`src/rtl/mlcSensePkg.sv`:
```
package mlcSensePkg;
  typedef enum logic [1:0] {
    REF_SET_EDGE   = 2'd0,
    REF_MID_EDGE   = 2'd1,
    REF_TUNED_EDGE = 2'd2
  } refSel_e;

  typedef struct packed {
    logic    load;
    logic    cmpEn;
    refSel_e refSel;
    logic    finish;
  } senseStrobes_t;

  localparam logic [1:0] SYM_LOWEST_R = 2'b11;
endpackage

```
`src/rtl/senseSeqCtrl.sv`:
```
module senseSeqCtrl
  import mlcSensePkg::*;
(
  input  logic          clk,
  input  logic          rst,
  input  logic          startIn,
  output senseStrobes_t strobes
);
  typedef enum logic [1:0] {ST_IDLE, ST_EDGE0, ST_EDGE1, ST_EDGE2} seqState_e;
  seqState_e state, stateNext;

  always_ff @(posedge clk) begin
    if (rst) state <= ST_IDLE;
    else     state <= stateNext;
  end

  always_comb begin
    stateNext      = state;
    strobes        = '0;
    strobes.refSel = REF_SET_EDGE;
    case (state)
      ST_IDLE: begin
        if (startIn) begin
          strobes.load = 1'b1;
          stateNext    = ST_EDGE0;
        end
      end
      ST_EDGE0: begin
        strobes.cmpEn  = 1'b1;
        strobes.refSel = REF_SET_EDGE;
        stateNext      = ST_EDGE1;
      end
      ST_EDGE1: begin
        strobes.cmpEn  = 1'b1;
        strobes.refSel = REF_MID_EDGE;
        stateNext      = ST_EDGE2;
      end
      default: begin
        strobes.cmpEn  = 1'b1;
        strobes.refSel = REF_TUNED_EDGE;
        strobes.finish = 1'b1;
        stateNext      = ST_IDLE;
      end
    endcase
  end
endmodule

```
`src/rtl/thresholdPolicy.sv`:
```
module thresholdPolicy #(
  parameter int TAG_W    = 8,
  parameter int CYC_W    = 12,
  parameter int NUM_CAND = 4,
  localparam int CIDX_W  = (NUM_CAND > 1) ? $clog2(NUM_CAND) : 1,
  localparam int QBITS   = 2,
  localparam int ENTRIES = 1 << (2 * QBITS)
) (
  input  logic                 clk,
  input  logic                 rst,
  input  logic [TAG_W-1:0]     tagIn,
  input  logic [CYC_W-1:0]     cycIn,
  input  logic                 cfgWe,
  input  logic [2*QBITS-1:0]   cfgAddr,
  input  logic [CIDX_W-1:0]    cfgData,
  output logic [CIDX_W-1:0]    candIdx
);
  localparam int LIM = NUM_CAND - 1;

  logic [CIDX_W-1:0] policyTbl [ENTRIES];
  logic [QBITS-1:0]  timeQ, cycQ;

  function automatic logic [CIDX_W-1:0] defaultEntry(input int idx);
    int cq;
    cq = idx % (1 << QBITS);
    if (cq > LIM) cq = LIM;
    return CIDX_W'(LIM - cq);
  endfunction

  function automatic logic [CIDX_W-1:0] satIdx(input logic [CIDX_W-1:0] v);
    if (int'(v) > LIM) return CIDX_W'(LIM);
    return v;
  endfunction

  assign timeQ   = tagIn[TAG_W-1 -: QBITS];
  assign cycQ    = cycIn[CYC_W-1 -: QBITS];
  assign candIdx = policyTbl[{timeQ, cycQ}];

  always_ff @(posedge clk) begin
    if (rst) begin
      for (int i = 0; i < ENTRIES; i++) policyTbl[i] <= defaultEntry(i);
    end else if (cfgWe) begin
      policyTbl[cfgAddr] <= satIdx(cfgData);
    end
  end
endmodule

```
`src/rtl/senseDatapath.sv`:
```
module senseDatapath
  import mlcSensePkg::*;
#(
  parameter int CODE_W    = 10,
  parameter int TH_SET    = 100,
  parameter int TH_MID    = 300,
  parameter int CAND_BASE = 500,
  parameter int CAND_STEP = 64,
  parameter int NUM_CAND  = 4,
  localparam int CIDX_W   = (NUM_CAND > 1) ? $clog2(NUM_CAND) : 1
) (
  input  logic                clk,
  input  logic                rst,
  input  senseStrobes_t       strobes,
  input  logic [CODE_W-1:0]   codeIn,
  input  logic [CIDX_W-1:0]   candIdxIn,
  output logic [1:0]          symbolOut,
  output logic                validOut
);
  logic [CODE_W-1:0] candRef [NUM_CAND];
  logic [CODE_W-1:0] codeReg, refVal;
  logic [CIDX_W-1:0] candReg;
  logic [1:0]        hitCount;
  logic              geHit;

  for (genvar g = 0; g < NUM_CAND; g++) begin : gCand
    assign candRef[g] = CODE_W'(CAND_BASE + g * CAND_STEP);
  end

  always_comb begin
    case (strobes.refSel)
      REF_SET_EDGE: refVal = CODE_W'(TH_SET);
      REF_MID_EDGE: refVal = CODE_W'(TH_MID);
      default:      refVal = candRef[candReg];
    endcase
  end

  assign geHit = (codeReg >= refVal);

  always_ff @(posedge clk) begin
    if (rst) begin
      codeReg   <= '0;
      candReg   <= '0;
      hitCount  <= '0;
      symbolOut <= SYM_LOWEST_R;
      validOut  <= 1'b0;
    end else begin
      validOut <= strobes.finish;
      if (strobes.load) begin
        codeReg  <= codeIn;
        candReg  <= candIdxIn;
        hitCount <= '0;
      end else if (strobes.cmpEn) begin
        hitCount <= hitCount + {1'b0, geHit};
      end
      if (strobes.finish) symbolOut <= SYM_LOWEST_R - (hitCount + {1'b0, geHit});
    end
  end
endmodule

```
`src/rtl/mlcTunedSense.sv`:
```
module mlcTunedSense
  import mlcSensePkg::*;
#(
  parameter int CODE_W    = 10,
  parameter int TAG_W     = 8,
  parameter int CYC_W     = 12,
  parameter int TH_SET    = 100,
  parameter int NOM_10    = 200,
  parameter int NOM_01    = 400,
  parameter int CAND_BASE = 500,
  parameter int CAND_STEP = 64,
  parameter int NUM_CAND  = 4,
  localparam int TH_MID   = (NOM_10 + NOM_01) / 2,
  localparam int CIDX_W   = (NUM_CAND > 1) ? $clog2(NUM_CAND) : 1
) (
  input  logic              clk,
  input  logic              rst,
  input  logic [CODE_W-1:0] codeIn,
  input  logic              startIn,
  input  logic [TAG_W-1:0]  tagIn,
  input  logic [CYC_W-1:0]  cycIn,
  input  logic              cfgWe,
  input  logic [3:0]        cfgAddr,
  input  logic [CIDX_W-1:0] cfgData,
  output logic [1:0]        symbolOut,
  output logic              validOut
);
  senseStrobes_t     strobes;
  logic [CIDX_W-1:0] candIdx;

  senseSeqCtrl u_ctrl (
    .clk(clk), .rst(rst), .startIn(startIn), .strobes(strobes)
  );

  thresholdPolicy #(.TAG_W(TAG_W), .CYC_W(CYC_W), .NUM_CAND(NUM_CAND)) u_policy (
    .clk(clk), .rst(rst), .tagIn(tagIn), .cycIn(cycIn),
    .cfgWe(cfgWe), .cfgAddr(cfgAddr), .cfgData(cfgData), .candIdx(candIdx)
  );

  senseDatapath #(
    .CODE_W(CODE_W), .TH_SET(TH_SET), .TH_MID(TH_MID),
    .CAND_BASE(CAND_BASE), .CAND_STEP(CAND_STEP), .NUM_CAND(NUM_CAND)
  ) u_dp (
    .clk(clk), .rst(rst), .strobes(strobes), .codeIn(codeIn),
    .candIdxIn(candIdx), .symbolOut(symbolOut), .validOut(validOut)
  );
endmodule

```
`config.mk`:
```
export PLATFORM = sky130hd
export DESIGN_NAME = mlcTunedSense
export DESIGN_NICKNAME = d
export VERILOG_FILES = /design/src/rtl/mlcSensePkg.sv /design/src/rtl/senseSeqCtrl.sv /design/src/rtl/thresholdPolicy.sv /design/src/rtl/senseDatapath.sv /design/src/rtl/mlcTunedSense.sv
export SDC_FILE = /design/constraint.sdc
export NUM_CORES = 1
export LEC_CHECK = 0
export ABC_AREA = 1
export ABC_CLOCK_PERIOD_IN_PS = 2400
export BUFFER_PORTS_ARGS = -buffer_cell sky130_fd_sc_hd__buf_4
export CORE_UTILIZATION = 56
export CTS_CLUSTER_DIAMETER = 150
export DETAILED_ROUTE_END_ITERATION = 8
export GPL_ROUTABILITY_DRIVEN = 0
export HOLD_SLACK_MARGIN = 0.08
export PLACE_DENSITY = 0.79
export SYNTH_ARGS = -nofsm -noshare
export SYNTH_HDL_FRONTEND = slang
export SYNTH_SLANG_ARGS = --single-unit
export TNS_END_PERCENT = 50
```
`constraint.sdc`:
```
create_clock -name clk -period 2.4 [get_ports clk]
set_input_delay 0.36 -clock clk [delete_from_list [all_inputs] [get_ports clk]]
set_output_delay 0.36 -clock clk [all_outputs]
set_load 0.02 [all_outputs]
```
; Word-level counts from Yosys, hierarchy flattened
; Memories as Yosys holds them, arrays and structs flattened. A register that Yosys moved wholly into a read port is not among the register bits.
; Cells that the tools add are included.
[word_totals]
ram_bits = 32
output_inout_bits = 3
latch_bits = 0
mem_bits_ro = 0
register_bits = 17
n_memories = 1
inputBits = 40
wordCells = 38
[op_classes]
n_lt_le_gt_ge = 2
n_mul = 0
addsub = 2
n_div = 0
mux = 18
shifts = 0
eq_ne = 4
bitwise_logic = 1
n_reduce_logical = 5
[mem_list]
columns = name, words, word_bits, rd, rd_ports_with_merged_regs, write_ports, line_no
row1 = u_policy.policyTbl, 16, 2, 1, 1, 16, thresholdPolicy.sv:20  ; logic [CIDX_W-1:0] policyTbl [ENTRIES];
[ops]
columns = cell, n
row1 = $bmux 10 s2, 1
row2 = $mux 10, 2
row3 = $pmux 10 s2, 1
row4 = $ge 10x10->1, 1
row5 = $mux 1, 9
row6 = $pmux 3 s3, 1
row7 = $pmux 2 s3, 1
row8 = $eq 2x1->1 const B, 2
row9 = $logic_not 2->1, 2
row10 = $mux 2, 2
row11 = $mux 4, 1
row12 = $reduce_or 2->1, 2
row13 = $ge 3x3->1 const B, 1
row14 = $not 2->3, 1
row15 = $reduce_or 3->1, 1
row16 = $add 2x1->2, 1
row17 = $eq 2x2->1 const B, 1
row18 = $ne 2x2->1 const B, 1
row19 = $sub 2x2->2 const A, 1

; Longest topological paths before layout
; Gate-level depths: netlist of the first run.
[logic_depth]
ltp_word = 8
ltp_mapped = 14
ltp_nobuf = 14

; Hierarchy
; Synthesis of the first run repeated with hierarchy kept, for this count alone.
[hier_totals]
hier_cells = 351
area_unflattened_um2 = 2720.1
[modules_own_cells]
columns = module, instances, cells_each, seq_area_each_um2, area_per_inst_um2
row1 = thresholdPolicy, 1, 227, 960.9, 1791.7
row2 = senseDatapath, 1, 98, 300.3, 754.5
row3 = senseSeqCtrl, 1, 26, 40.0, 173.9

; Worst setup path after synthesis of the first run
; OpenSTA, ideal clock, no wires.
[synth_path]
path_type = reg2reg
from = register u_ctrl.state[1]
to = register u_dp.hitCount[1]
t_arrival_ps = 1937
path_stages_with_launch = 11
slack_ps = 351
setup_ps = 113
synth_period_minus_slack_ps = 2049
path_buffers = 0
path_cell_list = dfxtp_1 ha_1 inv_1 or2_2 ha_1 a21oi_1 o211ai_1 ha_1 xor2_1 o21ai_1 inv_2
[synth_between]
elab_chain_len = 6
elab_cells_between_ends = 11
classes_between = 1 x add/sub / 1 x order compare / 3 x eq/ne / 3 x mux / 3 x reduce/logical
[synth_rtl]
columns = item, line_no
row1 = "start, declared", senseSeqCtrl.sv:10  ; seqState_e state, stateNext;
row2 = "start signal, assigned", senseSeqCtrl.sv:14  ; else state <= stateNext;
row3 = "$eq 2x2->1, or another cell as far along", senseSeqCtrl.sv:21  ; case (state)
row4 = $pmux 3 s3, senseSeqCtrl.sv:21
row5 = $eq 2x1->1 or $logic_not 2->1 (tied branches), senseDatapath.sv:31  ; case (strobes.refSel)
row6 = $pmux 10 s2, senseDatapath.sv:31
row7 = $ge 10x10->1, senseDatapath.sv:38  ; assign geHit = (codeReg >= refVal);
row8 = $add 2x1->2, senseDatapath.sv:54  ; hitCount <= hitCount + {1'b0, geHit};
row9 = "end signal, assigned", senseDatapath.sv:54
row10 = "end, declared", senseDatapath.sv:23  ; logic [1:0] hitCount;
; Parallel ways exist; a longest one is shown, timed or not.
; A chain may end at the register's enable or synchronous reset.

; Worst setup path in the final report of the first run
; Same ends and word-level chain as after synthesis.

==> impl_metrics.tcl, run 1 <==
set metrics [dict create \
    fp.dieW_um 70.4 \
    hp-class "input port to flip-flop" \
    hold_buffers 0 \
    mostFrequentLayoutCells "nand2_1 (78), nor2_1 (49), edfxtp_1 (32)" \
    relSlewSlack_pct 63.1 \
    ir_drop_uv 538 \
    drive_gt1_share_pct 19.4 \
    worst_slew_pin_slew_ps 552 \
    grt_usage_pct 21.7 \
    synth-compound-area-share_pct 6.02 \
    cts_resized 0 \
    dieArea_mm2 0.00495 \
    grt_pass1_wl_um 8200 \
    fin_worst_skew_ps 6.70 \
    critPathRequiredTime_ps 2600 \
    cts_tree "built" \
    power_leakage_nw 1.25 \
    grt_max_degree 27 \
    start_util_pct 59.3 \
    clkTransAtPathRegs_ps 80 \
    clk_path_buf_depth 2 \
    power_density_mw_per_mm2 756 \
    min_period_over_period_pct 91.9 \
    totalWireLength_um 4890 \
    drtIter0Drc 144 \
    drc 0 \
    avgSynthCellArea_um2 8.39 \
    syn_inst 312 \
    status "finished clean" \
    synth-simple-area-share_pct 28.1 \
    wl_per_cell_um 12.6 \
    grt_setup_unrepaired "false" \
    crit_arrival_ps 2400 \
    nets 389 \
    cts-root-buf "clkbuf_8" \
    tns_ps 0 \
    end_kind "flip-flop" \
    ant_nets 0 \
    worstPathMaxFanout 6 \
    grt_antenna_before_repair 0 \
    fin_crit_ps 2200 \
    grt_pass1_vias 1867 \
    final-max-slew-violation-count 0 \
    area_growth_pct 10.3 \
    final_cells 387 \
    synth_fa_ha_area_share_pct 7.17 \
    port-buffer-count 24 \
    clock_sinks 49 \
    num_rows 24 \
    setup_viol 0 \
    place_hpwl_um 3670 \
    fp.dieH_um 70.4 \
    clk_latency_ps 300 \
    ys_warn_count 0 \
    final_common_cell "nand2_1" \
    ys_types 28 \
    antenna_cells 0 \
    drv_cap 0 \
    crit_type "flip-flop to flip-flop" \
    muxShareOfSynthArea_pct 0 \
    firstDrtPassIters 4 \
    cp-start-kind "flip-flop" \
    synth_area_mm2 0.00262 \
    vias 2005 \
    core_area_mm2 0.00441 \
    hold_viol 0 \
    post-place-cells 379 \
    ys_seq_area_share_pct 49.7 \
    grt_overflow 0 \
    syn_nets 367 \
    ys_ff_latch 49 \
    vias_per_cell 5.18 \
    numCtsBuffers 5 \
    postCtsSetupBuffers 0 \
    ios 43 \
    synthXorXnorAreaFrac_pct 0.335 \
    max_freq_ghz 0.454 \
    h-tree-depth 2 \
    synth_top_family_by_area "simple AND/OR/NAND/NOR gates" \
]
## routing by layer
| layer | vias up | GRT usage (%) | part of all wire, % |
|---|---|---|---|
| met3 | 8 | 5.19 | 6.2 |
| met4 | 0 | 8.00 | 1.7 |
| li1 | 1057 | - | - |
| met5 | - | 0 | 0 |
| met2 | 54 | 34.6 | 47 |
| met1 | 886 | 28.6 | 45 |
## state kept, by name, indices dropped and copies added, names as in the netlist
register,count
u_ctrl.state,2
u_dp.candReg,2
u_dp.codeReg,8
u_dp.hitCount,2
u_dp.symbolOut,2
u_dp.validOut,1
u_policy.policyTbl,32
## cells in the mapped netlist (all sizes together)
cell	instances	area (µm²)
nand2	86	343
nor2	49	184
inv	35	141
edfxtp	32	961
nand3	32	185
dfxtp	17	340
o21ai	17	85.1
ha	15	188
a21oi	10	50.1
buf	8	70.1
clkbuf	3	11.3
clkinv	1	5.00
nand4	1	6.26
nor3	1	10.0
o211ai	1	7.51
o221ai	1	8.76
o22ai	1	6.26
or2	1	6.26
xor2	1	8.76
## metrics by stage
stage | power (mW) | hold slack (ps) | utilization [%] | worst slack, ps | cell area, µm²
2_1_floorplan | 1.56 | 429 | - | 351 | 2620
3_3_place_gp | 1.69 | 446 | 63.4 | 258 | 2800
3_5_place_dp | 1.71 | 456 | 63.4 | 216 | 2800
4_1_cts | 2.19 | 273 | 65.4 | 201 | 2890
5_1_grt | 2.34 | 273 | 65.4 | 47.6 | 2890
6_report | 2.18 | 282 | 65.4 | 196 | 2890
## worst paths after layout
check / startpoint / end / slack, ps / cells past startpoint
max: u_ctrl.state[1] / u_dp.hitCount[1] / 200 / 10
min: rst / u_ctrl.state[1] / 280 / 2
max reg2reg: u_ctrl.state[1] / u_dp.hitCount[1] / 200 / 10
min reg2reg: u_dp.hitCount[0] / u_dp.hitCount[0] / 470 / 2
## worst max-delay path, cell delays in order, from the launching register on
cell and delay (ps):
dfxtp_1 440, ha_1 200, inv_1 50, or2_2 270
ha_1 300, a21oi_1 160, o211ai_1 140, ha_1 210
xor2_1 150, o21ai_1 150, inv_2 30
## kinds of logic (layout without fill, tap and decap cells)
logic type / count (synthesis) / after routing
AND/OR/NAND/NOR: 170 / 170
flip-flops: 49 / 49
buffers and inverters: 47 / 70
AO/OA/AOI/OAI: 30 / 30
adder cells (fa/ha/maj): 15 / 15
XOR/XNOR: 1 / 1
## layout make-up
cell class,instances,area (µm²)
Sequential cell,49,1300
Inverter,36,146
Multi-Input combinational cell,216,1090
Tap cell,52,65.1
Fill cell,373,1530
Timing Repair Buffer,26,195
Clock buffer,8,90.1
## report_power, final
part | total [mW] | internal, mW | switching (mW) | leakage (nW)
registers | 1.08 | 1.01 | 0.0690 | 0.453
clock network | 0.489 | 0.235 | 0.253 | 0.0455
logic | 0.611 | 0.236 | 0.375 | 0.749
total | 2.18 | 1.49 | 0.697 | 1.25
(Power assumes the default switching activity.)
==> inputs of run 2 (changes only) <==
--- a/config.mk
+++ b/config.mk
@@ -5,7 +5,7 @@
 export SDC_FILE = /design/constraint.sdc
 export NUM_CORES = 1
 export LEC_CHECK = 0
-export ABC_AREA = 1
+export ABC_AREA = 0
 export ABC_CLOCK_PERIOD_IN_PS = 2400
 export BUFFER_PORTS_ARGS = -buffer_cell sky130_fd_sc_hd__buf_4
 export CORE_UTILIZATION = 56
@@ -17,4 +17,3 @@
 export SYNTH_ARGS = -nofsm -noshare
 export SYNTH_HDL_FRONTEND = slang
 export SYNTH_SLANG_ARGS = --single-unit
-export TNS_END_PERCENT = 50
==> run 2 against run 1 <==
Compared with the run above: die area fell by 0.78%; cell area rose by 2.2%; largest power group unchanged; clock-buffer cell count fell by 2; routed wire length fell by 9.4%; clock power fell by 4%.
==> impl_metrics.tcl, run 2 <==
set metrics [dict create \
    status "finished clean" \
    grt_max_degree 39 \
    mostFrequentLayoutCells "edfxtp_1 (32), nand2_1 (28), buf_4 (28)" \
    critPathRequiredTime_ps 2600 \
    min_period_over_period_pct 94.3 \
    final-max-slew-violation-count 0 \
    synth_area_leader_cell "edfxtp_1" \
    worstPathMaxFanout 5 \
    num_rows 24 \
    dp_slack_ps 105 \
    ir_drop_uv 337 \
    wl_per_cell_um 14.4 \
    critical_path.max_stage_delay_ps 340 \
    cp-start-kind "flip-flop" \
    pwr-share-seq_pct 55.5 \
    synth_edf_count 32 \
    totalWireLength_um 4430 \
    clock_sinks 49 \
    drc 0 \
    holdWs_ps 300 \
    h-tree-depth 2 \
    fin_crit_ps 2260 \
    crit_type "flip-flop to flip-flop" \
    synth_top_cell_area_share_pct 37.0 \
    clkTransAtPathRegs_ps 80 \
    avgSynthCellArea_um2 11.3 \
    crit_arrival_ps 2460 \
    sw_frac_of_total_pct 25.7 \
    max_freq_ghz 0.442 \
    postCtsSetupBuffers 0 \
    grt_usage_pct 19.3 \
    drv_cap 0 \
    pwr-share-clk_pct 26.5 \
    hp-class "input port to flip-flop" \
    worstSetupPathDepth 12 \
    final_common_cell "edfxtp_1" \
    place_hpwl_um 3160 \
    critPathSlowestCell "dfxtp_2" \
    largest_reg_flops 32 \
    drive_gt1_share_pct 25.9 \
    nets 309 \
    drtIter0Drc 50 \
    setup_viol 0 \
    comb_power_share_pct 18.0 \
    hold_viol 0 \
    relSlewSlack_pct 73.8 \
    synthTopCellsByCount "edfxtp_1 (32), nand2_1 (28), or2_2 (19)" \
    internal_power_mw 1.32 \
    clk_path_buf_depth 2 \
    worst-path-buf-inv 2 \
    dieArea_mm2 0.00491 \
    cts-root-buf "clkbuf_8" \
    r2r_start "u_ctrl.state[0]" \
    port-buffer-count 24 \
    grt_pass1_wl_um 7200 \
    reg2reg_setup_slack_ps 140 \
    power_leakage_nw 1.16 \
    firstDrtPassIters 4 \
    ys_warn_count 0 \
    switchingPower_mw 0.455 \
    ys_seq_area_share_pct 50.1 \
    ys_ff_latch 49 \
    reg2reg_depth 12 \
    async_flop_share_pct 0 \
    synth.most_common_cell "edfxtp_1" \
    top_regs "u_policy.policyTbl: 32 flops, u_dp.codeReg: 8 flops" \
    synthTopCellsByArea "edfxtp_1 (37%), dfxtp_1 (13%), mux4_1 (8.1%)" \
    top_register "u_policy.policyTbl" \
    grt_overflow 0 \
    syn_nets 284 \
    r2r_end "u_dp.symbolOut[1]" \
    ant_nets 0 \
    grt_antenna_before_repair 0 \
    fin_worst_skew_ps 1.83 \
    numCtsBuffers 5 \
    end_kind "flip-flop" \
    worst_slew_pin_slew_ps 392 \
    ios 43 \
    cts_tree "built" \
    critPathTopFamily "compound AO/OA/AOI/OAI gates" \
    cp_cell_sequence "inv_1 > ha_1 > inv_1 > ha_1 > a21o_1 > a21oi_2 > a2bb2oi_2 > a21oi_1 > ha_2 > xor2_1 > nor2_1 > a211o_1" \
    antenna_cells 0 \
    fp.dieH_um 70.1 \
    power_density_mw_per_mm2 600 \
    core_area_mm2 0.00441 \
    synth_ff_type "edfxtp_1" \
    start_util_pct 58.8 \
    synth_area_mm2 0.00260 \
    fp.dieW_um 70.1 \
    ys_types 34 \
    crit_start "u_ctrl.state[0]" \
    clk_latency_ps 300 \
    grt_pass1_vias 1635 \
    timing.final.ws_setup_ps 138 \
    vias 1662 \
    area_growth_pct 13.6 \
    vias_per_cell 5.41 \
    crit_path_end "u_dp.symbolOut[1]" \
    syn_inst 229 \
]
[run 2: worst reg2reg max path: stages (launching register included)]
cell and delay, ps:
dfxtp_2 340, inv_1 140, ha_1 190, inv_1 50, ha_1 260, a21o_1 190
a21oi_2 150, a2bb2oi_2 160, a21oi_1 80, ha_2 200, xor2_1 130, nor2_1 50
a211o_1 210
[run 2: cell type report]
type,count,area [µm²]
fillers,337,1460
well taps,52,65.1
clock inverters,2,10.0
clock buffers,6,72.6
flip-flops and latches,49,1310
multi-input cells,163,1260
repair buffers,28,210
inverters,7,26.3
[run 2: worst min-delay path by stage]
stage | from | to | cells past startpoint
4_1_cts | codeIn[9] | u_dp.codeReg[9] | 3
5_1_grt | codeIn[7] | u_dp.codeReg[7] | 3
6_report | codeIn[9] | u_dp.codeReg[9] | 3
2_1_floorplan | u_dp.codeReg[5] | u_dp.codeReg[5] | 2
3_3_place_gp | u_dp.codeReg[5] | u_dp.codeReg[5] | 2
3_5_place_dp | u_dp.codeReg[5] | u_dp.codeReg[5] | 2
[run 2: stage by stage]
stage	total power [mW]	utilization, %	setup TNS (ps)	area [µm²]	std cells
2_1_floorplan	1.21	-	0	2600	229
3_3_place_gp	1.29	64.0	0	2830	299
3_5_place_dp	1.31	64.0	0	2830	299
4_1_cts	1.77	65.9	0	2910	307
5_1_grt	1.86	66.8	-23.4	2950	307
6_report	1.77	66.8	0	2950	307
[run 2: kinds of logic after synthesis]
group | Yosys count | synth area share (%)
xor gates and xnor gates | 2 | 0.675
and+or+nand+nor | 111 | 23.3
AOI/OAI and AO/OA | 20 | 5.01
DFF | 49 | 50.1
adders and majority gates | 15 | 7.23
buffers and inverters | 17 | 2.75
muxes | 15 | 10.9
[run 2: power by group through the flow]
| stage | logic (mW) | registers, mW | clock network [mW] |
|---|---|---|---|
| finish | 0.319 | 0.983 | 0.469 |
| global route | 0.361 | 0.990 | 0.512 |
| CTS | 0.306 | 0.982 | 0.481 |
| detailed placement | 0.305 | 1.00 | 0 |
| global placement | 0.296 | 0.998 | 0 |
| floorplan | 0.214 | 0.992 | 0 |
[run 2: repair_timing]
| action | in CTS | in global routing |
|---|---|---|
| resized for setup | 0 | 10 |
| hold buffers | 0 | 0 |
| endpoints found under the setup margin | 0 | 2 |
[run 2: layer usage]
metal	track usage [%]	wire [µm]
met3	4.33	122
met2	35.4	2330
met1	21.4	1900
met4	8.00	75
met5	0	0
==> inputs of run 3 (changes only) <==
--- a/config.mk
+++ b/config.mk
@@ -14,6 +14,7 @@
 export GPL_ROUTABILITY_DRIVEN = 0
 export HOLD_SLACK_MARGIN = 0.08
 export PLACE_DENSITY = 0.79
+export REMOVE_ABC_BUFFERS = 1
 export SYNTH_ARGS = -nofsm -noshare
 export SYNTH_HDL_FRONTEND = slang
 export SYNTH_SLANG_ARGS = --single-unit
==> run 3 against run 2 <==
Compared with the run above: worst hold slack lost 2.1 ps; non-clock buffer count grew 1; global-route usage grew 0.71 points; via count grew 0.48%; core utilization shrank 0.17 points; die area is the same; flip-flop and latch count is the same; clock-buffer cell count shrank 1; combinational power shrank 3%; routed wire length shrank 0.20%; highest routed layer unchanged.
==> impl_metrics.tcl, run 3 (synthesis results as in run 2) <==
set metrics [dict create \
    worst-path-buf-inv 1 \
    place_hpwl_um 3280 \
    tns_ps 0 \
    fin_worst_skew_ps 7.16 \
    num_rows 24 \
    place_area_mm2 0.00283 \
    start_util_pct 58.8 \
    cp_common_cell "ha_1" \
    ios 43 \
    grt_pass1_vias 1661 \
    regArea_mm2 0.00131 \
    worst_slew_pin_slew_ps 368 \
    antenna_cells 0 \
    status "finished clean" \
    clkTransAtPathRegs_ps 90 \
    postCtsSetupBuffers 0 \
    cp-start-kind "flip-flop" \
    ir_drop_uv 330 \
    hp-class "input port to flip-flop" \
    drv_cap 0 \
    max_freq_ghz 0.447 \
    fp.dieW_um 70.1 \
    grt_overflow 0 \
    core_area_mm2 0.00441 \
    fill_cells 359 \
    grt_usage_pct 20.0 \
    top_register "u_policy.policyTbl" \
    clk_path_buf_depth 2 \
    relSlewSlack_pct 75.4 \
    h-tree-depth 2 \
    min_period_over_period_pct 93.1 \
    critical_path.max_stage_delay_ps 340 \
    setup_viol 0 \
    vias 1670 \
    port-buffer-count 24 \
    critPathTopFamily "adder cells" \
    end_kind "flip-flop" \
    mostFrequentLayoutCells "edfxtp_1 (32), buf_4 (29), nand2_1 (28)" \
    final_common_cell "edfxtp_1" \
    largest_reg_flops 32 \
    ant_nets 0 \
    top_regs "u_policy.policyTbl: 32 flops, u_dp.codeReg: 8 flops" \
    critPathSlowestCell "dfxtp_1" \
    cts_tree "built" \
    clk_latency_ps 300 \
    power_leakage_nw 1.16 \
    area_growth_pct 13.3 \
    crit_type "flip-flop to flip-flop" \
    critPathRequiredTime_ps 2600 \
    power_density_mw_per_mm2 605 \
    drive_gt1_share_pct 25.8 \
    multi_input_area_mm2 0.00124 \
    fin_crit_ps 2240 \
    firstDrtPassIters 4 \
    numCtsBuffers 5 \
    drtIter0Drc 62 \
    nets 310 \
    clock_sinks 49 \
    final-max-slew-violation-count 0 \
    grt_antenna_before_repair 0 \
    grt_pass1_wl_um 7490 \
    drc 0 \
    crit_arrival_ps 2430 \
    fin_area_mm2 0.00294 \
    dieArea_mm2 0.00491 \
    cp_cell_sequence "inv_1 > ha_1 > nand2b_1 > ha_1 > nand3_1 > a2bb2oi_1 > a21oi_1 > ha_1 > xor2_1 > nor2_1 > a211o_1" \
    cts-root-buf "clkbuf_8" \
    hold_viol 0 \
    worstPathMaxFanout 2 \
    vias_per_cell 5.42 \
    fp.dieH_um 70.1 \
    grt_setup_unrepaired "false" \
    wl_per_cell_um 14.3 \
    totalWireLength_um 4420 \
    grt_max_degree 39 \
]
-- run 3: path summary, 6_finish.rpt --
path                                       from                 to  slack (ps)  depth (start not counted)
worst max register to register  u_dp.candReg[0]  u_dp.symbolOut[1]         160                         11
worst min register to register  u_dp.codeReg[4]    u_dp.codeReg[4]         460                          2
worst max-delay path            u_dp.candReg[0]  u_dp.symbolOut[1]         160                         11
worst min-delay path                  codeIn[9]    u_dp.codeReg[9]         300                          3
-- run 3: worst min-delay path, delay by kind of cell --
| family | cells | cell delay (ps) |
|---|---|---|
| simple gates | 1 | 40 |
| compound gates | 1 | 50 |
| buf+inv | 1 | 100 |
-- run 3: area by class of cell --
type                    instances  area share [%]
clock buffers                   5            2.34
clock inverters                 3           0.723
inverters                       7           0.893
multi-input cells             163            42.1
flip-flops and latches         49            44.3
well taps                      52            2.21
repair buffers                 29            7.40
-- run 3: where the power goes --
part	switching, mW	internal, mW
sequential	0.0284	0.955
combinational	0.156	0.155
clock	0.278	0.207
total	0.462	1.32
-- run 3: repair_timing --
item                       CTS  global route
gates resized for setup      0             8
setup endpoints to repair    0             3
hold buffers                 0             0
-- run 3: per-layer routing --
metal	global-route usage, %	vias to the layer above	part of all wire (%)
met5	0	-	0
met4	8.89	0	2.4
met3	4.91	12	4.0
met2	35.4	36	52
met1	22.8	764	41
li1	-	858	-
-- run 3: through the flow --
stage | hold WS (ps) | power (mW) | setup slack (ps) | utilization [%] | cells
detailed placement | 454 | 1.31 | 85.3 | 64.2 | 300
global route | 294 | 1.88 | 10.6 | 66.7 | 308
CTS | 290 | 1.79 | 72.8 | 66.2 | 308
finish | 298 | 1.78 | 165 | 66.7 | 308
floorplan | 427 | 1.19 | 320 | - | 219
global placement | 449 | 1.30 | 136 | 64.2 | 300
